$ cat config.mk
export PLATFORM = sky130hd
export DESIGN_NAME = maj_serial_rx
export DESIGN_NICKNAME = d
export VERILOG_FILES = /design/src/rtl/rxm_pkg.sv /design/src/rtl/rxm_sync.sv /design/src/rtl/rxm_vote.sv /design/src/rtl/rxm_fieldmap.sv /design/src/rtl/maj_serial_rx.sv
export SDC_FILE = /design/constraint.sdc
export NUM_CORES = 1
export LEC_CHECK = 0
export ABC_AREA = 1
export BUFFER_PORTS_ARGS = -buffer_cell sky130_fd_sc_hd__clkbuf_2
export CELL_PAD_IN_SITES_DETAIL_PLACEMENT = 1
export CELL_PAD_IN_SITES_GLOBAL_PLACEMENT = 1
export CORE_UTILIZATION = 45
export CTS_CLUSTER_DIAMETER = 150
export DETAILED_ROUTE_END_ITERATION = 12
export MAX_ROUTING_LAYER = met4
export PLACE_DENSITY = 0.82
export SYNTH_ARGS = -nofsm -noshare
export SYNTH_HDL_FRONTEND = slang
export SYNTH_SLANG_ARGS = --single-unit
$ cat constraint.sdc
create_clock -name clk -period 3.7 [get_ports clk]
set_input_delay 0.74 -clock clk [delete_from_list [all_inputs] [get_ports clk]]
set_output_delay 0.74 -clock clk [all_outputs]
set_load 0.05 [all_outputs]
$ cat src/rtl/rxm_pkg.sv
package rxm_pkg;

  typedef enum logic [1:0] {
    ST_HUNT  = 2'd0,
    ST_START = 2'd1,
    ST_BITS  = 2'd2
  } rx_state_e;

  typedef enum logic [1:0] {
    F_DATA = 2'd0,
    F_ADDR = 2'd1,
    F_PAR  = 2'd2,
    F_STOP = 2'd3
  } rx_field_e;

  typedef struct packed {
    logic addr_en;
    logic par_en;
    logic par_odd;
    logic two_stop;
  } rx_flags_t;

endpackage

$ cat src/rtl/rxm_sync.sv
module rxm_sync #(
  parameter int STAGES = 2
) (
  input  logic clk,
  input  logic rst_n,
  input  logic d,
  output logic q
);

  logic [STAGES-1:0] chain_q;

  generate
    for (genvar s = 0; s < STAGES; s++) begin : g_stage
      always_ff @(posedge clk or negedge rst_n) begin
        if (!rst_n) begin
          chain_q[s] <= 1'b1;
        end else begin
          chain_q[s] <= (s == 0) ? d : chain_q[(s == 0) ? 0 : s-1];
        end
      end
    end
  endgenerate

  assign q = chain_q[STAGES-1];

endmodule

$ cat src/rtl/rxm_vote.sv
module rxm_vote #(
  parameter int OVS   = 8,
  parameter int FIRST = 4,
  parameter int NVOTE = 3,
  localparam int PH_W = $clog2(OVS),
  localparam int CW   = $clog2(NVOTE + 1)
) (
  input  logic            clk,
  input  logic            rst_n,
  input  logic            tick,
  input  logic [PH_W-1:0] phase,
  input  logic            sin,
  output logic            bit_o
);

  logic [NVOTE-1:0] samp_q;
  logic [CW-1:0]    ones;

  always_ff @(posedge clk or negedge rst_n) begin
    if (!rst_n) begin
      samp_q <= '0;
    end else if (tick) begin
      for (int g = 0; g < NVOTE; g++) begin
        if (phase == PH_W'(FIRST - 1 + g)) samp_q[g] <= sin;
      end
    end
  end

  always_comb begin
    ones = '0;
    for (int g = 0; g < NVOTE; g++) ones = ones + CW'(samp_q[g]);
  end

  assign bit_o = (ones > CW'(NVOTE / 2));

  AST_SAMPLES_HOLD: assert property (@(posedge clk) disable iff (!rst_n)
    !tick |=> $stable(samp_q));

endmodule

$ cat src/rtl/rxm_fieldmap.sv
module rxm_fieldmap
  import rxm_pkg::*;
#(
  parameter int DATA_W = 8,
  parameter int NB_W   = 4,
  parameter int IDX_W  = 4
) (
  input  logic [IDX_W-1:0] idx,
  input  logic [NB_W-1:0]  nbits,
  input  rx_flags_t        flags,
  output rx_field_e        field,
  output logic             last
);

  localparam int XW = IDX_W + 1;

  logic [XW-1:0] n_eff, a_end, p_end, total, ix;

  always_comb begin
    if (nbits == '0 || nbits > NB_W'(DATA_W)) n_eff = XW'(DATA_W);
    else                                      n_eff = XW'(nbits);
    a_end = n_eff + XW'(flags.addr_en);
    p_end = a_end + XW'(flags.par_en);
    total = p_end + XW'(1) + XW'(flags.two_stop);
    ix    = XW'(idx);
    if (ix < n_eff)      field = F_DATA;
    else if (ix < a_end) field = F_ADDR;
    else if (ix < p_end) field = F_PAR;
    else                 field = F_STOP;
    last = (ix == total - XW'(1));
  end

endmodule

$ cat src/rtl/maj_serial_rx.sv
module maj_serial_rx
  import rxm_pkg::*;
#(
  parameter int DATA_W    = 8,
  parameter int OVS       = 8,
  parameter int START_RUN = 4,
  parameter int VOTE_AT   = 4,
  parameter int SYNC_N    = 2,
  localparam int NB_W     = $clog2(DATA_W + 1)
) (
  input  logic              clk,
  input  logic              rst_n,
  input  logic              tick,
  input  logic              rxd,
  input  logic [NB_W-1:0]   cfg_data_bits,
  input  logic              cfg_addr_en,
  input  logic              cfg_parity_en,
  input  logic              cfg_parity_odd,
  input  logic              cfg_two_stop,
  output logic              rx_valid,
  output logic [DATA_W-1:0] rx_data,
  output logic              rx_addr,
  output logic              rx_parity_err,
  output logic              rx_frame_err
);

  localparam int PH_W  = $clog2(OVS);
  localparam int CNT_W = (START_RUN > 1) ? $clog2(START_RUN) : 1;
  localparam int IDX_W = $clog2(DATA_W + 5);
  localparam int DIX_W = (DATA_W > 1) ? $clog2(DATA_W) : 1;
  localparam logic [PH_W-1:0]  PH_LAST  = PH_W'(OVS - 1);
  localparam logic [PH_W-1:0]  PH_RESUME = PH_W'(START_RUN);
  localparam logic [CNT_W-1:0] RUN_LAST = CNT_W'(START_RUN - 1);

  rx_state_e          st;
  logic [CNT_W-1:0]   lowcnt;
  logic [PH_W-1:0]    ph;
  logic [IDX_W-1:0]   idx;
  logic [NB_W-1:0]    nbits_q;
  rx_flags_t          flags_q;
  logic [DATA_W-1:0]  data_q;
  logic               addr_q;
  logic               parx_q;
  logic               sin_s;
  logic               bit_v;
  rx_field_e          fld;
  logic               fld_last;

  rxm_sync #(.STAGES(SYNC_N)) u_sync (
    .clk   (clk),
    .rst_n (rst_n),
    .d     (rxd),
    .q     (sin_s)
  );

  rxm_vote #(.OVS(OVS), .FIRST(VOTE_AT), .NVOTE(3)) u_vote (
    .clk   (clk),
    .rst_n (rst_n),
    .tick  (tick),
    .phase (ph),
    .sin   (sin_s),
    .bit_o (bit_v)
  );

  rxm_fieldmap #(.DATA_W(DATA_W), .NB_W(NB_W), .IDX_W(IDX_W)) u_map (
    .idx   (idx),
    .nbits (nbits_q),
    .flags (flags_q),
    .field (fld),
    .last  (fld_last)
  );

  always_ff @(posedge clk or negedge rst_n) begin
    if (!rst_n) begin
      st            <= ST_HUNT;
      lowcnt        <= '0;
      ph            <= '0;
      idx           <= '0;
      nbits_q       <= '0;
      flags_q       <= '0;
      data_q        <= '0;
      addr_q        <= 1'b0;
      parx_q        <= 1'b0;
      rx_valid      <= 1'b0;
      rx_data       <= '0;
      rx_addr       <= 1'b0;
      rx_parity_err <= 1'b0;
      rx_frame_err  <= 1'b0;
    end else begin
      rx_valid <= 1'b0;
      if (tick) begin
        case (st)
          ST_HUNT: begin
            if (sin_s) begin
              lowcnt <= '0;
            end else if (lowcnt == RUN_LAST) begin
              st      <= ST_START;
              lowcnt  <= '0;
              ph      <= PH_RESUME;
              nbits_q <= cfg_data_bits;
              flags_q <= '{addr_en: cfg_addr_en, par_en: cfg_parity_en,
                           par_odd: cfg_parity_odd, two_stop: cfg_two_stop};
              data_q  <= '0;
              addr_q  <= 1'b0;
              parx_q  <= 1'b0;
            end else begin
              lowcnt <= lowcnt + 1'b1;
            end
          end
          ST_START: begin
            if (ph == PH_LAST) begin
              st  <= ST_BITS;
              ph  <= '0;
              idx <= '0;
            end else begin
              ph <= ph + 1'b1;
            end
          end
          ST_BITS: begin
            if (ph != PH_LAST) begin
              ph <= ph + 1'b1;
            end else begin
              ph  <= '0;
              idx <= idx + 1'b1;
              case (fld)
                F_DATA: begin
                  data_q[idx[DIX_W-1:0]] <= bit_v;
                  parx_q <= parx_q ^ bit_v;
                end
                F_ADDR: begin
                  addr_q <= bit_v;
                  parx_q <= parx_q ^ bit_v;
                end
                F_PAR: parx_q <= parx_q ^ bit_v;
                default: begin
                  if (!bit_v || fld_last) begin
                    st            <= ST_HUNT;
                    rx_valid      <= 1'b1;
                    rx_data       <= data_q;
                    rx_addr       <= addr_q;
                    rx_parity_err <= flags_q.par_en & (parx_q ^ flags_q.par_odd);
                    rx_frame_err  <= ~bit_v;
                  end
                end
              endcase
            end
          end
          default: st <= ST_HUNT;
        endcase
      end
    end
  end

  AST_START_AFTER_RUN: assert property (@(posedge clk) disable iff (!rst_n)
    (st == ST_START && $past(st) == ST_HUNT) |->
      ($past(tick) && !$past(sin_s) && $past(lowcnt) == RUN_LAST));

  AST_HUNT_RESTART: assert property (@(posedge clk) disable iff (!rst_n)
    (st == ST_HUNT && tick && sin_s) |=> (st == ST_HUNT && lowcnt == '0));

  AST_VALID_PULSE: assert property (@(posedge clk) disable iff (!rst_n)
    rx_valid |=> !rx_valid);

  AST_VALID_ON_TICK: assert property (@(posedge clk) disable iff (!rst_n)
    rx_valid |-> ($past(tick) && $past(st) == ST_BITS && st == ST_HUNT));

  AST_NO_PERR_WO_PAR: assert property (@(posedge clk) disable iff (!rst_n)
    (rx_valid && !flags_q.par_en) |-> !rx_parity_err);

  AST_NO_ADDR_WO_MODE: assert property (@(posedge clk) disable iff (!rst_n)
    (rx_valid && !flags_q.addr_en) |-> !rx_addr);

  AST_IDLE_NO_TICK: assert property (@(posedge clk) disable iff (!rst_n)
    !tick |=> ($stable(st) && $stable(ph) && $stable(lowcnt)));

endmodule

==> results.toml <==
[status]
outcome = "complete, no violations"

[clock_network]
cts.sinks = 46
clkTransAtPathRegs_ns = 0.09
cts_setup_buffers = 0
cts_inserted_buffers = 5
hold_buffers = 0
cts_resized = 0
clockRootBuffer = "clkbuf_8"
h-tree-depth = 2
cts_tree = "done"
clockBufferDepth = 2
clk_latency_ns = 0.31

[grt]
grt_pass1_wl_mm = 10.60
grt_use_total = 0.2240
antenna_found_initial = 0
first_global_vias = 2363
grt_max_degree = 35
grt.overflow.total = 0

[power_and_ir_drop]
netSwitchingPower_mw = 0.9727
power_density_nw_per_um2 = 722.4
total_leakage_power_nw = 1.546
p_int_mw = 1.207
p_seq_frac = 0.355
p_sw_frac = 0.4462
peakVddDrop_v = 0.0003519
p_comb_frac = 0.467
power_frac_clock = 0.178

[floorplanning]
dieHeight_um = 80.14
num_rows = 28
io_pins = 24
dieArea_um2 = 6422
core_area_um2 = 5921
start_util = 0.4641
dieWidth_um = 80.14

[detailed_routing]
antenna_left = 0
wl_per_cell_um = 14.44
drtIter0Drc = 87
via_per_inst = 5.243
routed_wl_mm = 6.121
route.vias.total = 2223
drc_errors = 0
firstDrtPassIters = 6

[yosys]
async_flop_share = 1.000
synthFlopType = "dfrtp_1"
yosysSeqAreaShare = 0.4199
synth.net_count = 365
synth_common_cells = "75 x nand2_1, 44 x dfrtp_1, 33 x inv_1, 26 x ha_1, 24 x nor2_1"
yosysMostFrequentCell = "nand2_1"
avgSynthCellArea_um2 = 8.403
syn_area_um2 = 2748
netlist_instances = 327
yosysTopAreaCell = "dfrtp_1"
yosys_register_bits = 46
ys_types = 36
synth_edf_count = 0
synthTopCellsByArea = "dfrtp_1 40%, ha_1 12%, nand2_1 10%, inv_1 4.5%, o21ai_0 3.3%"
synth_top_area_frac = 0.4007
yosys_warnings = 0

[placement]
post-dp-hpwl_mm = 4.644
routabilityCongestion = 0.8328
io_buffers = 23

[layout]
final_core_util = 0.5097
diodes = 0
fin_nets = 386
layout-drive-gt1-share = 0.1633
nFillCells = 735
syn_to_final_growth_pct = 9.836

[sta]
tns_ns = 0
max_freq_mhz = 332.4
post-route-period-util = 0.8130
period_minus_slack_ns = 3.008
slew_violations = 0
worst_pin_slew_ns = 0.8660
hold_violations = 0
finalSetupViolCount = 0
slew_headroom = 0.4227
fin_skew_ns = 0.006445
rsz0062_at_grt = "no"

[setup_path]
cp-start-kind = "flop"
required_ns = 3.95
critPathKind = "reg2reg"
cp_data_arrival_time_ns = 3.26
path_max_fanout = 13
endpoint_kind = "flop"

[run]
max-cap-violations = 0

[hold_path]
hold_class = "reg2reg"
[worst paths after layout]
path | from | endpoint | slack [ns] | depth (start not counted)
worst max register to register | nbits_q[3] | st[0] | 0.69 | 17
worst min-delay path | u_sync.chain_q[0] | u_sync.q | 0.37 | 0
worst min register to register | u_sync.chain_q[0] | u_sync.q | 0.37 | 0
worst max-delay path | nbits_q[3] | st[0] | 0.69 | 17
max in group asynchronous | rst_n | u_sync.chain_q[0] | 2.37 | 2
min in group asynchronous | rst_n | rx_data[4] | 0.53 | 1
[through the flow]
stage | std cells | cell area, um^2 | worst slack [ns] | hold slack (ns) | total power, mW
global route | 424 | 3018 | 0.4939 | 0.3778 | 2.387
detailed placement | 416 | 2905 | 0.6975 | 0.3575 | 1.796
floorplan | 327 | 2748 | 1.120 | 0.3452 | 1.562
CTS | 424 | 3018 | 0.6845 | 0.3680 | 2.205
finish | 424 | 3018 | 0.6918 | 0.3697 | 2.180
global placement | 416 | 2905 | 0.8824 | 0.3461 | 1.745
[power by group through the flow]
stage / Sequential, mW / Combinational (mW) / Clock (mW)
after floorplan: 0.716 / 0.846 / 0
after global placement: 0.775 / 0.970 / 0
after detailed placement: 0.783 / 1.01 / 0
after CTS: 0.776 / 1.03 / 0.397
after global routing: 0.796 / 1.17 / 0.416
final: 0.774 / 1.02 / 0.387
[area by class of cell]
type | count | area, um^2 | share of cell area
clock buffer | 5 | 68.82 | 0.02280
tap | 75 | 93.84 | 0.03109
sequential | 46 | 1154 | 0.3823
inverter | 35 | 131.4 | 0.04353
clock inverter | 3 | 43.79 | 0.01451
multi-input combinational | 236 | 1404 | 0.4652
timing repair buffer | 24 | 122.6 | 0.04063
[per-layer routing]
layer | up-vias | track usage | part of all wire
li1 | 1121 | - | -
met1 | 1061 | 0.2479 | 0.44
met2 | 31 | 0.4000 | 0.52
met3 | 10 | 0.03977 | 0.022
met4 | 0 | 0.08571 | 0.017
met5 | - | - | 0
[cells by family (layout without fill, tap and decap cells)]
logic type / after synthesis / in the layout / share of synthesized area
and+or+nand+nor: 139 / 139 / 0.2286
AOI/OAI and AO/OA: 60 / 60 / 0.1243
DFF: 46 / 46 / 0.4199
buffers and inverters: 45 / 67 / 0.06922
adders and majority gates: 26 / 26 / 0.1184
xor gates and xnor gates: 6 / 6 / 0.01913
muxes: 5 / 5 / 0.02049
[flip-flops by register name, indices dropped and copies added, names as in the netlist, 2 cells and up]
signal         count
flags_q            4
nbits_q            4
u_vote.samp_q      3
lowcnt             2
idx                4
data_q             8
ph                 3
rx_data            8
st                 2
[critical path, cell delays in order (launching register included)]
cell	delay, ns
dfrtp_1	0.41
nor2_1	0.18
ha_1	0.24
xor2_1	0.20
inv_1	0.07
ha_1	0.32
inv_1	0.05
ha_1	0.26
a21oi_1	0.14
nor2_1	0.05
o21a_1	0.16
o22ai_1	0.16
nor2_1	0.07
nand2_2	0.25
nand2_1	0.15
nand2_1	0.12
nand2_1	0.06
nand2_1	0.05
[cells in the final DEF, fill, tap and decap left out, types with 2 or more instances in the layout]
master	count
o31ai_1	5
nor3_1	4
dfstp_2	2
nor2_4	2
nand2_1	75
o22ai_1	5
dfrtp_1	44
nand3b_1	2
xor2_1	3
nand2_4	2
a31oi_1	3
nand3_2	2
nand3_1	15
nand4_1	3
clkbuf_2	23
inv_2	2
nor2_1	24
a21oi_1	14
mux2_2	5
nand2_2	7
o21ai_0	18
ha_1	26
clkbuf_8	5
inv_1	33
o21ai_1	10
xnor2_1	3
a32o_1	2
No activity file was read; power rests on OpenSTA's default activity.
